$ cat config.mk
export PLATFORM = sky130hd
export DESIGN_NAME = pwr_supervisor
export DESIGN_NICKNAME = d
export VERILOG_FILES = /design/src/rtl/pwr_sup_pkg.sv /design/src/rtl/pwr_timewheel.sv /design/src/rtl/pwr_event_arb.sv /design/src/rtl/pwr_useq.sv /design/src/rtl/pwr_unit_ctrl.sv /design/src/rtl/pwr_supervisor.sv
export SDC_FILE = /design/constraint.sdc
export NUM_CORES = 1
export LEC_CHECK = 0
export BUFFER_PORTS_ARGS = -buffer_cell sky130_fd_sc_hd__buf_2
export CORE_ASPECT_RATIO = 0.8
export CORE_MARGIN = 2
export CORE_UTILIZATION = 61
export CTS_CLUSTER_SIZE = 20
export DETAILED_ROUTE_END_ITERATION = 8
export PLACE_DENSITY = 0.81
export SYNTH_ARGS = -nofsm -noshare
export SYNTH_HDL_FRONTEND = slang
export SYNTH_HIERARCHICAL = 1
export SYNTH_SLANG_ARGS = --single-unit
$ cat constraint.sdc
create_clock -name clk -period 4.04 [get_ports clk]
set_input_delay 0.404 -clock clk [delete_from_list [all_inputs] [get_ports clk]]
set_output_delay 0.404 -clock clk [all_outputs]
set_load 0.02 [all_outputs]
$ cat src/rtl/pwr_sup_pkg.sv
package pwr_sup_pkg;

  typedef enum logic [1:0] {
    PWR_OFF  = 2'd0,
    PWR_RET  = 2'd1,
    PWR_FULL = 2'd2,
    PWR_RSVD = 2'd3
  } pwr_lvl_e;

  // bit 6 end, bit 5 clock request, bits 4:3 level, bits 2:0 unit
  typedef struct packed {
    logic       last;
    logic       clk_req;
    logic [1:0] lvl;
    logic [2:0] unit;
  } uc_word_t;

  localparam int UC_WORD_W = $bits(uc_word_t);

  // event source bit positions, lowest index served first
  localparam int SRC_TIMER  = 0;
  localparam int SRC_RADIO  = 1;
  localparam int SRC_SENSOR = 2;
  localparam int SRC_SW     = 3;
  localparam int NUM_SRC    = 4;

endpackage

$ cat src/rtl/pwr_timewheel.sv
module pwr_timewheel #(
  parameter int TW_W       = 32,
  parameter int NUM_ALARMS = 4,
  localparam int SEL_W     = (NUM_ALARMS > 1) ? $clog2(NUM_ALARMS) : 1
) (
  input  logic                  clk,
  input  logic                  rst_n,
  input  logic                  wr,
  input  logic [SEL_W-1:0]      sel,
  input  logic [TW_W-1:0]       cmp,
  input  logic                  arm,
  input  logic                  oneshot,
  output logic [TW_W-1:0]       now,
  output logic [NUM_ALARMS-1:0] armed,
  output logic                  fire
);

  logic [NUM_ALARMS-1:0] hits;

  always_ff @(posedge clk or negedge rst_n) begin
    if (!rst_n) now <= '0;
    else        now <= now + 1'b1;
  end

  for (genvar i = 0; i < NUM_ALARMS; i++) begin : g_alarm
    logic [TW_W-1:0] cmp_r;
    logic            en_r;
    logic            os_r;

    assign hits[i]  = en_r && (now == cmp_r);
    assign armed[i] = en_r;

    always_ff @(posedge clk or negedge rst_n) begin
      if (!rst_n) begin
        cmp_r <= '0;
        en_r  <= 1'b0;
        os_r  <= 1'b0;
      end else if (wr && (sel == SEL_W'(i))) begin
        cmp_r <= cmp;
        en_r  <= arm;
        os_r  <= oneshot;
      end else if (hits[i] && os_r) begin
        en_r  <= 1'b0;
      end
    end
  end

  assign fire = |hits;

endmodule

$ cat src/rtl/pwr_event_arb.sv
module pwr_event_arb #(
  parameter int NUM_SRC = 4,
  localparam int IDX_W  = (NUM_SRC > 1) ? $clog2(NUM_SRC) : 1
) (
  input  logic               clk,
  input  logic               rst_n,
  input  logic [NUM_SRC-1:0] evt_in,
  input  logic               take,
  output logic               pend_any,
  output logic [IDX_W-1:0]   win_idx
);

  logic [NUM_SRC-1:0] pend_q;
  logic [NUM_SRC-1:0] clr;

  always_comb begin
    win_idx = '0;
    for (int k = NUM_SRC - 1; k >= 0; k--) begin
      if (pend_q[k]) win_idx = IDX_W'(k);
    end
  end

  assign pend_any = |pend_q;
  assign clr      = take ? (NUM_SRC'(1) << win_idx) : '0;

  always_ff @(posedge clk or negedge rst_n) begin
    if (!rst_n) pend_q <= '0;
    else        pend_q <= (pend_q & ~clr) | evt_in;
  end

endmodule

$ cat src/rtl/pwr_useq.sv
module pwr_useq
  import pwr_sup_pkg::*;
#(
  parameter int UC_AW   = 4,
  parameter int NSRC    = 4,
  parameter logic [NSRC*UC_AW-1:0] VEC_TABLE = {4'd12, 4'd8, 4'd4, 4'd0},
  localparam int UC_DEPTH = 1 << UC_AW,
  localparam int IDX_W    = (NSRC > 1) ? $clog2(NSRC) : 1
) (
  input  logic                 clk,
  input  logic                 rst_n,
  input  logic                 pend_any,
  input  logic [IDX_W-1:0]     win_idx,
  input  logic                 uc_valid,
  input  logic [UC_AW-1:0]     uc_addr,
  input  logic [UC_WORD_W-1:0] uc_word,
  output logic                 uc_ready,
  output logic                 take,
  output logic                 busy,
  output logic                 cmd_valid,
  output uc_word_t             cmd
);

  typedef enum logic {SQ_IDLE, SQ_RUN} sq_state_e;

  localparam logic [UC_WORD_W-1:0] WORD_RST = {1'b1, {(UC_WORD_W-1){1'b0}}};

  sq_state_e            state;
  logic [UC_AW-1:0]     pc;
  logic [UC_WORD_W-1:0] mem [UC_DEPTH];

  assign uc_ready  = (state == SQ_IDLE);
  assign busy      = (state == SQ_RUN);
  assign take      = (state == SQ_IDLE) && pend_any;
  assign cmd_valid = (state == SQ_RUN);
  assign cmd       = uc_word_t'(mem[pc]);

  always_ff @(posedge clk or negedge rst_n) begin
    if (!rst_n) begin
      for (int a = 0; a < UC_DEPTH; a++) mem[a] <= WORD_RST;
    end else if (uc_valid && uc_ready) begin
      mem[uc_addr] <= uc_word;
    end
  end

  always_ff @(posedge clk or negedge rst_n) begin
    if (!rst_n) begin
      state <= SQ_IDLE;
      pc    <= '0;
    end else begin
      case (state)
        SQ_IDLE: if (pend_any) begin
          pc    <= VEC_TABLE[int'(win_idx)*UC_AW +: UC_AW];
          state <= SQ_RUN;
        end
        SQ_RUN: begin
          if (cmd.last) state <= SQ_IDLE;
          else          pc    <= pc + 1'b1;
        end
        default: state <= SQ_IDLE;
      endcase
    end
  end

endmodule

$ cat src/rtl/pwr_unit_ctrl.sv
module pwr_unit_ctrl
  import pwr_sup_pkg::*;
(
  input  logic       clk,
  input  logic       rst_n,
  input  logic       cmd_valid,
  input  logic [1:0] cmd_lvl,
  input  logic       cmd_clk,
  output logic [1:0] supply,
  output logic       clk_en
);

  pwr_lvl_e tl_q, t_lvl, sup_q;
  logic     tc_q, t_clk, clk_q;

  always_comb begin
    if (cmd_valid) begin
      t_lvl = (cmd_lvl == PWR_RSVD) ? PWR_FULL : pwr_lvl_e'(cmd_lvl);
      t_clk = cmd_clk;
    end else begin
      t_lvl = tl_q;
      t_clk = tc_q;
    end
  end

  always_ff @(posedge clk or negedge rst_n) begin
    if (!rst_n) begin
      tl_q  <= PWR_OFF;
      tc_q  <= 1'b0;
      sup_q <= PWR_OFF;
      clk_q <= 1'b0;
    end else begin
      tl_q <= t_lvl;
      tc_q <= t_clk;
      if (clk_q && ((t_lvl != PWR_FULL) || !t_clk)) begin
        clk_q <= 1'b0;
      end else if (sup_q != t_lvl) begin
        sup_q <= t_lvl;
      end else if (t_clk && (t_lvl == PWR_FULL) && !clk_q) begin
        clk_q <= 1'b1;
      end
    end
  end

  assign supply = sup_q;
  assign clk_en = clk_q;

endmodule

$ cat src/rtl/pwr_supervisor.sv
module pwr_supervisor
  import pwr_sup_pkg::*;
#(
  parameter int NUM_UNITS  = 8,
  parameter int TW_W       = 32,
  parameter int NUM_ALARMS = 4,
  parameter int UC_AW      = 4,
  parameter logic [NUM_SRC*UC_AW-1:0] VEC_TABLE = {4'd12, 4'd8, 4'd4, 4'd0},
  localparam int SEL_W     = (NUM_ALARMS > 1) ? $clog2(NUM_ALARMS) : 1
) (
  input  logic                   clk,
  input  logic                   rst_n,
  input  logic                   radio_evt,
  input  logic                   sensor_evt,
  input  logic                   sw_evt,
  input  logic                   alarm_wr,
  input  logic [SEL_W-1:0]       alarm_sel,
  input  logic [TW_W-1:0]        alarm_cmp,
  input  logic                   alarm_arm,
  input  logic                   alarm_oneshot,
  input  logic                   uc_valid,
  output logic                   uc_ready,
  input  logic [UC_AW-1:0]       uc_addr,
  input  logic [UC_WORD_W-1:0]   uc_word,
  output logic [TW_W-1:0]        time_now,
  output logic [NUM_ALARMS-1:0]  alarm_armed,
  output logic                   busy,
  output logic [2*NUM_UNITS-1:0] unit_supply,
  output logic [NUM_UNITS-1:0]   unit_clk_en
);

  localparam int IDX_W = $clog2(NUM_SRC);

  logic               tw_fire;
  logic [NUM_SRC-1:0] evt_vec;
  logic               pend_any;
  logic [IDX_W-1:0]   win_idx;
  logic               take;
  logic               cmd_valid;
  uc_word_t           cmd;

  pwr_timewheel #(.TW_W(TW_W), .NUM_ALARMS(NUM_ALARMS)) tw_i (
    .clk(clk), .rst_n(rst_n), .wr(alarm_wr), .sel(alarm_sel),
    .cmp(alarm_cmp), .arm(alarm_arm), .oneshot(alarm_oneshot),
    .now(time_now), .armed(alarm_armed), .fire(tw_fire)
  );

  always_comb begin
    evt_vec             = '0;
    evt_vec[SRC_TIMER]  = tw_fire;
    evt_vec[SRC_RADIO]  = radio_evt;
    evt_vec[SRC_SENSOR] = sensor_evt;
    evt_vec[SRC_SW]     = sw_evt;
  end

  pwr_event_arb #(.NUM_SRC(NUM_SRC)) arb_i (
    .clk(clk), .rst_n(rst_n), .evt_in(evt_vec), .take(take),
    .pend_any(pend_any), .win_idx(win_idx)
  );

  pwr_useq #(.UC_AW(UC_AW), .NSRC(NUM_SRC), .VEC_TABLE(VEC_TABLE)) seq_i (
    .clk(clk), .rst_n(rst_n), .pend_any(pend_any), .win_idx(win_idx),
    .uc_valid(uc_valid), .uc_addr(uc_addr), .uc_word(uc_word),
    .uc_ready(uc_ready), .take(take), .busy(busy),
    .cmd_valid(cmd_valid), .cmd(cmd)
  );

  for (genvar u = 0; u < NUM_UNITS; u++) begin : g_unit
    logic hit;
    assign hit = cmd_valid && (int'(cmd.unit) == u);

    pwr_unit_ctrl unit_i (
      .clk(clk), .rst_n(rst_n), .cmd_valid(hit),
      .cmd_lvl(cmd.lvl), .cmd_clk(cmd.clk_req),
      .supply(unit_supply[2*u +: 2]), .clk_en(unit_clk_en[u])
    );
  end

endmodule

==> results of run 1 <==
-- report_power, final --
group | internal (W) | leakage [nW] | total, W | switching [W]
Combinational | 0.00178 | 3.34 | 0.00333 | 0.00155
Sequential | 0.00431 | 4.21 | 0.00496 | 0.000645
Clock | 0.00186 | 0.562 | 0.00315 | 0.00129
Total | 0.00795 | 8.12 | 0.0114 | 0.00349
-- registers in the layout (all words and copies together) (netlist names) --
signal	count
tw_i/g_alarm.os_r	4
g_unit.unit_i/tc_q	8
g_unit.unit_i/supply	16
g_unit.unit_i/tl_q	16
tw_i/now	32
seq_i/pc	4
tw_i/g_alarm.en_r	4
arb_i/pend_q	4
seq_i/mem	112
tw_i/g_alarm.cmp_r	128
seq_i/busy	1
g_unit.unit_i/clk_en	8
-- per-stage QoR --
step           hold slack (ns)  std cells  power, W
2_1_floorplan            0.108       1162   0.00738
3_3_place_gp             0.464       1575   0.00815
3_5_place_dp             0.469       1575   0.00832
4_1_cts                 0.0714       1638    0.0115
5_1_grt                 0.0748       1638    0.0120
6_report                0.0482       1640    0.0114
-- Yosys cell counts (3+ instances only) --
library cell | instances | share of area
dfrtp_1 | 321 | 0.50
nor2b_1 | 8 | 0.0031
nand3b_1 | 18 | 0.0084
buf_2 | 38 | 0.012
o41ai_2 | 8 | 0.0081
mux2_2 | 264 | 0.18
xnor2_1 | 132 | 0.072
nor3_1 | 7 | 0.0022
buf_1 | 3 | 0.00070
mux4_2 | 30 | 0.042
mux4_1 | 3 | 0.0049
o21ai_0 | 12 | 0.0037
mux2_1 | 5 | 0.0035
mux2i_1 | 3 | 0.0019
xor2_1 | 42 | 0.023
nor2_1 | 18 | 0.0042
nor4_1 | 8 | 0.0031
clkbuf_1 | 10 | 0.0023
dfstp_2 | 16 | 0.026
ha_1 | 10 | 0.0078
nand2b_1 | 3 | 0.0012
and3_1 | 10 | 0.0039
o21ai_1 | 8 | 0.0025
nand2_1 | 25 | 0.0058
nand4_1 | 31 | 0.012
nand3_1 | 23 | 0.0072
inv_1 | 28 | 0.0065
buf_4 | 17 | 0.0079
a21o_1 | 3 | 0.0014
mux2_4 | 8 | 0.0075
-- kinds of logic (layout without fill, tap and decap cells) --
| group | after synthesis | after routing | synth area share |
|---|---|---|---|
| adder cells (fa/ha/maj) | 10 | 10 | 0.00777 |
| flip-flops | 337 | 337 | 0.525 |
| multiplexers | 313 | 313 | 0.244 |
| AND/OR/NAND/NOR | 181 | 181 | 0.0729 |
| AO/OA/AOI/OAI | 48 | 48 | 0.0243 |
| XOR/XNOR | 174 | 174 | 0.0947 |
| other | 0 | 2 | 0 |
| buffers and inverters | 99 | 218 | 0.0309 |
-- path summary, 6_finish.rpt --
kind | start | endpoint | slack (ns) | cells past startpoint
setup / recovery | seq_i/pc[0] | g_unit[5].unit_i/clk_en | 0.35 | 10
hold / removal | rst_n | tw_i/g_alarm[0].cmp_r[9] | 0.05 | 1
setup reg to reg | seq_i/pc[0] | g_unit[5].unit_i/clk_en | 0.35 | 10
hold reg to reg | seq_i/mem[10] | seq_i/mem[10] | 0.49 | 1
max in group asynchronous | rst_n | g_unit[7].unit_i/supply[0] | 3.00 | 2
min in group clk | sensor_evt | arb_i/pend_q[2] | 0.09 | 2
-- worst max-delay path: cells and delay by family (launching register included) --
kind,cells,cell delay (ns)
simple gates,2,0.39
mux,2,1.21
flops,1,0.63
compound gates,3,0.61
fa+ha+maj,1,0.20
buf+inv,2,0.49
-- per-layer routing --
| layer | vias up | part of all wire | routed length (µm) |
|---|---|---|---|
| met5 | - | 0.00036 | 13 |
| li1 | 4309 | - | - |
| met2 | 299 | 0.44 | 16000 |
| met1 | 5108 | 0.46 | 17000 |
| met3 | 53 | 0.082 | 3020 |
| met4 | 2 | 0.015 | 553 |
-- cell type report --
cell class	instances	area (µm²)	share of cell area
Sequential cell	337	8450	0.469
Multi-Input combinational cell	726	7160	0.397
Clock buffer	56	1100	0.0609
Timing Repair Buffer	126	706	0.0392
Tap cell	357	447	0.0248
Inverter	29	109	0.00604
Clock inverter	7	37.5	0.00208
Antenna cell	2	5.00	0.000278
==> summary.txt, run 1 <==
Timing
  – Endpoints failing setup: 0
  – Final Cycle Share: 0.913
  – Worst-Margin Slew: 1.07 ns
  – Max-slew violations: 0
  – Setup ws final: 0.352 ns
  – Fin. Hold Viols: 0
  – Layout Skew: 0.00981 ns
  – Unrepaired setup endpoints after global routing: no
  – Peak Freq: 271 MHz
  – Slew headroom: 0.287
  – TNS Setup: 0 ns
  – Final Critical Period: 3.69 ns

Power and ir drop
  – Static Leakage: 8.12 nW
  – Power Dens Cells: 635 nW/µm²
  – Max IR drop VDD: 402 µV

Yosys
  – Number of synthesized flops with an enable pin: 0
  – Netlist cell types: 66
  – Synth Flop Type: dfrtp_1
  – Register area share after synthesis: 0.525
  – Syn nets: 1,226
  – Yosys reg bits: 337
  – Post-Syn Instances: 1,162
  – Async set or reset register ratio after synthesis: 1.00
  – Syn_area_per_cell: 13.9 µm²
  – Post-synthesis cell area: 16,100 µm²
  – Synth warn: 6

GRT
  – GRT met1 Usage: 0.416
  – Met3 global-route usage: 0.0752
  – GR Util All Layers: 0.271
  – Initial antenna violation count: 3
  – Met2 Use GR: 0.389
  – Largest net degree at the start of global routing: 134
  – First-pass GRT wire length: 56,900 µm
  – Number of global-route vias before repair: 9,948
  – GRT overflow: 0
  – Gr busiest metal: met1

Floorplanning
  – Site Rows: 53
  – Die width: 186 µm
  – Die height: 149 µm
  – Initial core utilization: 0.616
  – Core Region: 26,100 µm²
  – Die area: 27,700 µm²
  – Num ports: 116

Place
  – Routability cong.: 0.890
  – I/O Buffers: 115
  – Placed cell area: 16,900 µm²
  – Dpl ws: 0.419 ns
  – Final HPWL DP: 25,400 µm

Setup path
  – Critical path launch point type: flop
  – Crit end category: flop
  – Worst Path Max Fanout: 19
  – WS Path Type: flop to flop
  – Data required time of the critical path: 4.40 ns
  – Crit path cell chain: buf_4 -> mux4_2 -> mux4_2 -> nand3b_1 -> o21ai_1 -> nand3b_1 -> ha_1 -> inv_1 -> o21ai_0 -> o41ai_2
  – Worst path slowest cell: mux4_2
  – Arr. time, crit path: 4.05 ns
  – CP max stage delay: 0.67 ns

Finish
  – Leading cell type in the layout, fill and taps excluded: dfrtp_1
  – Share of cells above drive strength 1: 0.416
  – Final core occ: 0.689
  – Fill count: 1,866
  – Most frequent cells in the layout: dfrtp_1, mux2_2, xnor2_1, buf_2, xor2_1
  – # nets final: 1,319
  – Fin area: 18,000 µm²
  – Area growth, synth to finish: 11.9%

Detailed routing
  – Detail Route Antenna Nets: 0
  – Routed wire per std cell: 22.3 µm
  – Router iterations before antenna repair: 5
  – Initial DRC Count: 729
  – # DRC: 0
  – Vias per cell: 5.96
  – Drt total wl: 36,600 µm
  – Via Count: 9,771

Clocking
  – CTS tree: yes
  – Clk Latency, worst-skew pair: 0.50 ns
  – Post-cts sizing count: 0
  – # clock sinks: 337
  – H-tree Lvls: 2
  – Total CTS buffers: 35
  – Hold Buf Count CTS: 0
  – Clk pin slew, worst setup/hold paths: 0.06 ns
  – Longest Clk Path Bufs: 3
  – CTS Root Cell: clkbuf_16
  – Post-CTS setup buffers: 0

Outcome
  – Status: complete, no violations

Min path
  – Tightest Hold Check Type: input pin to asynchronous set/reset pin

Job
  – Number of max-cap violations: 0
Power figures use the tool's default switching activity.
==> inputs of run 2 (changes only) <==
ABC_AREA = 1   (was unset)
PLACE_DENSITY = 0.8   (was 0.81)
==> run 2 against run 1 <==
First-iteration DRC count rose to 3.1 times the previous value. Via count rose by 75%. Flip-flop and latch count did not move. Clock power rose by 8.9%. Critical path depth rose by 8. Synthesized cell count rose by 110%. Final cell count rose by 77%. Critical path type unchanged. Routed wire length rose by 68%. Global-route usage rose by 13 points.
==> summary.txt, run 2 <==
Outcome
  – Status: complete, no violations

Timing
  – Peak Freq: 294 MHz (+8.5%)
  – Layout Skew: 0.0114 ns (+0.00160 ns)
  – Fin. Hold Viols: 0 (unchanged)
  – Final Cycle Share: 0.841 (-0.0719)
  – TNS Setup: 0 ns (unchanged)
  – Worst-Margin Slew: 1.01 ns (-0.0627 ns)
  – Slew headroom: 0.323 (+0.0365)
  – Final Critical Period: 3.40 ns (-0.291 ns)
  – Endpoints failing setup: 0 (unchanged)
  – Max-slew violations: 0 (unchanged)
  – Unrepaired setup endpoints after global routing: no

Finish
  – Share of cells above drive strength 1: 0.113 (-0.303)
  – # nets final: 2,554 (+94%)
  – Max FFs per register: 128 (unchanged)
  – Most frequent cells in the layout: nand2_1, dfrtp_1, o21ai_0, inv_1, nor2_1
  – Area growth, synth to finish: 10.8%
  – Most flops, register: tw_i/g_alarm.cmp_r
  – Leading cell type in the layout, fill and taps excluded: nand2_1
  – Largest regs: tw_i/g_alarm.cmp_r x128, seq_i/mem x112, tw_i/now x32
  – Fin area: 19,900 µm² (+10%)
  – Finished Layout Cells: 2,896 (+77%)

GRT
  – GRT overflow: 0 (unchanged)
  – Largest net degree at the start of global routing: 115 (-14%)
  – Number of global-route vias before repair: 15,400 (+55%)
  – First-pass GRT wire length: 91,500 µm (+61%)
  – GR Util All Layers: 0.401 (+0.130)
  – Initial antenna violation count: 1 (-2)

Yosys
  – Post-Syn Instances: 2,422 (+110%)
  – Syn nets: 2,486 (+100%)
  – Syn_area_per_cell: 7.40 µm² (-47%)
  – Post-synthesis cell area: 17,900 µm² (+11%)
  – Synth warn: 6 (unchanged)

Clocking
  – # clock sinks: 337 (unchanged)
  – Post-CTS setup buffers: 0 (unchanged)
  – Clk pin slew, worst setup/hold paths: 0.06 ns (about the same)
  – CTS Root Cell: clkbuf_16
  – H-tree Lvls: 2 (unchanged)
  – Longest Clk Path Bufs: 3 (unchanged)
  – CTS tree: yes
  – Total CTS buffers: 36 (+2.9%)
  – Clk Latency, worst-skew pair: 0.54 ns (+0.04 ns)

Detailed routing
  – Drt total wl: 61,400 µm (+68%)
  – Router iterations before antenna repair: 6 (+1)
  – Detail Route Antenna Nets: 0 (unchanged)
  – Vias per cell: 5.92 (-0.64%)
  – Via Count: 17,100 (+75%)
  – # DRC: 0 (unchanged)
  – Routed wire per std cell: 21.2 µm (-4.9%)
  – Initial DRC Count: 2,281 (+210%)

Place
  – Cell count after placement: 2,828 (+80%)
  – Routability cong.: 1.02 (+15%)
  – I/O Buffers: 115 (unchanged)
  – Final HPWL DP: 45,700 µm (+80%)
  – Placed cell area: 18,600 µm² (+10%)

Setup path
  – WS Path Type: flop to flop
  – CP Launch Point: seq_i/pc[0]
  – Worst Path Max Fanout: 59 (+40)
  – Arr. time, crit path: 3.87 ns (-0.18 ns)
  – Crit end category: flop
  – Setup slack, reg-to-reg: 0.64 ns (+0.29 ns)
  – Critical path destination: g_unit[4].unit_i/clk_en
  – Data required time of the critical path: 4.51 ns (+0.11 ns)
  – Critical path launch point type: flop
  – Worst r2r path cells: 18 (+8)
  – RR Endpoint: g_unit[4].unit_i/clk_en
  – Reg-to-Reg Start: seq_i/pc[0]

Min path
  – Tightest Hold Check Type: input pin to flop

Floorplanning
  – Core Region: 29,100 µm² (+11%)
  – Die area: 30,800 µm² (+11%)
  – Site Rows: 56 (+5.7%)
  – Initial core utilization: 0.616 (about the same)
  – Num ports: 116 (unchanged)
  – Die height: 157 µm (+5.4%)
  – Die width: 196 µm (+5.4%)

Job
  – Number of max-cap violations: 0 (unchanged)

Power and ir drop
  – Max IR drop VDD: 538 µV (+34%)
  – Static Leakage: 10.1 nW (+24%)
  – Power Dens Cells: 654 nW/µm² (+3.1%)
==> run 2: power by group <==
| group | switching (W) | internal, W |
|---|---|---|
| Clock | 0.00141 | 0.00202 |
| Combinational | 0.00317 | 0.00144 |
| Sequential | 0.000621 | 0.00433 |
| Total | 0.00519 | 0.00780 |
==> run 2: critical path, stage by stage, from the launching register on <==
cell	delay, ns
dfrtp_1	0.36
buf_4	0.49
o21ai_0	0.22
o221ai_1	0.28
nand3_1	0.13
nand2_1	0.16
nand2_1	0.13
nor2_1	0.31
inv_2	0.10
nand2_2	0.11
nand2_1	0.08
inv_1	0.09
nand4_1	0.11
ha_1	0.33
inv_1	0.07
nand2_1	0.07
nor2_2	0.08
nand2_1	0.08
a21oi_2	0.12
==> run 2: cell type report <==
| class | count | area [µm²] |
|---|---|---|
| clock buffers | 53 | 1020 |
| diodes | 2 | 5.00 |
| repair buffers | 131 | 771 |
| inverters | 280 | 1050 |
| clock inverters | 12 | 178 |
| flip-flops and latches | 337 | 8450 |
| well taps | 377 | 472 |
| fillers | 2407 | 9220 |
| multi-input cells | 1704 | 7900 |
==> run 2: worst min-delay path by stage <==
| stage | start | endpoint | slack, ns | cells after the start |
|---|---|---|---|---|
| floorplan | rst_n | arb_i/pend_q[0] | 0.11 | 0 |
| global placement | seq_i/mem[39] | seq_i/mem[39] | 0.46 | 2 |
| CTS | radio_evt | arb_i/pend_q[1] | 0.08 | 2 |
| global route | radio_evt | arb_i/pend_q[1] | 0.1 | 2 |
| detailed placement | g_unit[4].unit_i/tc_q | g_unit[4].unit_i/tc_q | 0.47 | 2 |
| finish | radio_evt | arb_i/pend_q[1] | 0.09 | 2 |
==> run 2: layer usage <==
metal,GRT usage,share of wire
met5,0,0
met4,0.0851,0.018
met3,0.156,0.15
met2,0.550,0.40
met1,0.599,0.43
==> run 2: timing repair <==
action,in CTS,in global routing
hold endpoints to repair,22,0
hold buffers,1,0
resized for setup,0,0
==> run 2: per-stage QoR <==
step	hold slack [ns]	worst slack, ns	power (W)	utilization
floorplan	0.108	1.47	0.00798	-
global placement	0.460	1.00	0.00917	0.641
detailed placement	0.465	0.840	0.00941	0.641
CTS	0.0806	0.753	0.0129	0.683
global route	0.0959	0.445	0.0137	0.683
finish	0.0933	0.642	0.0130	0.683
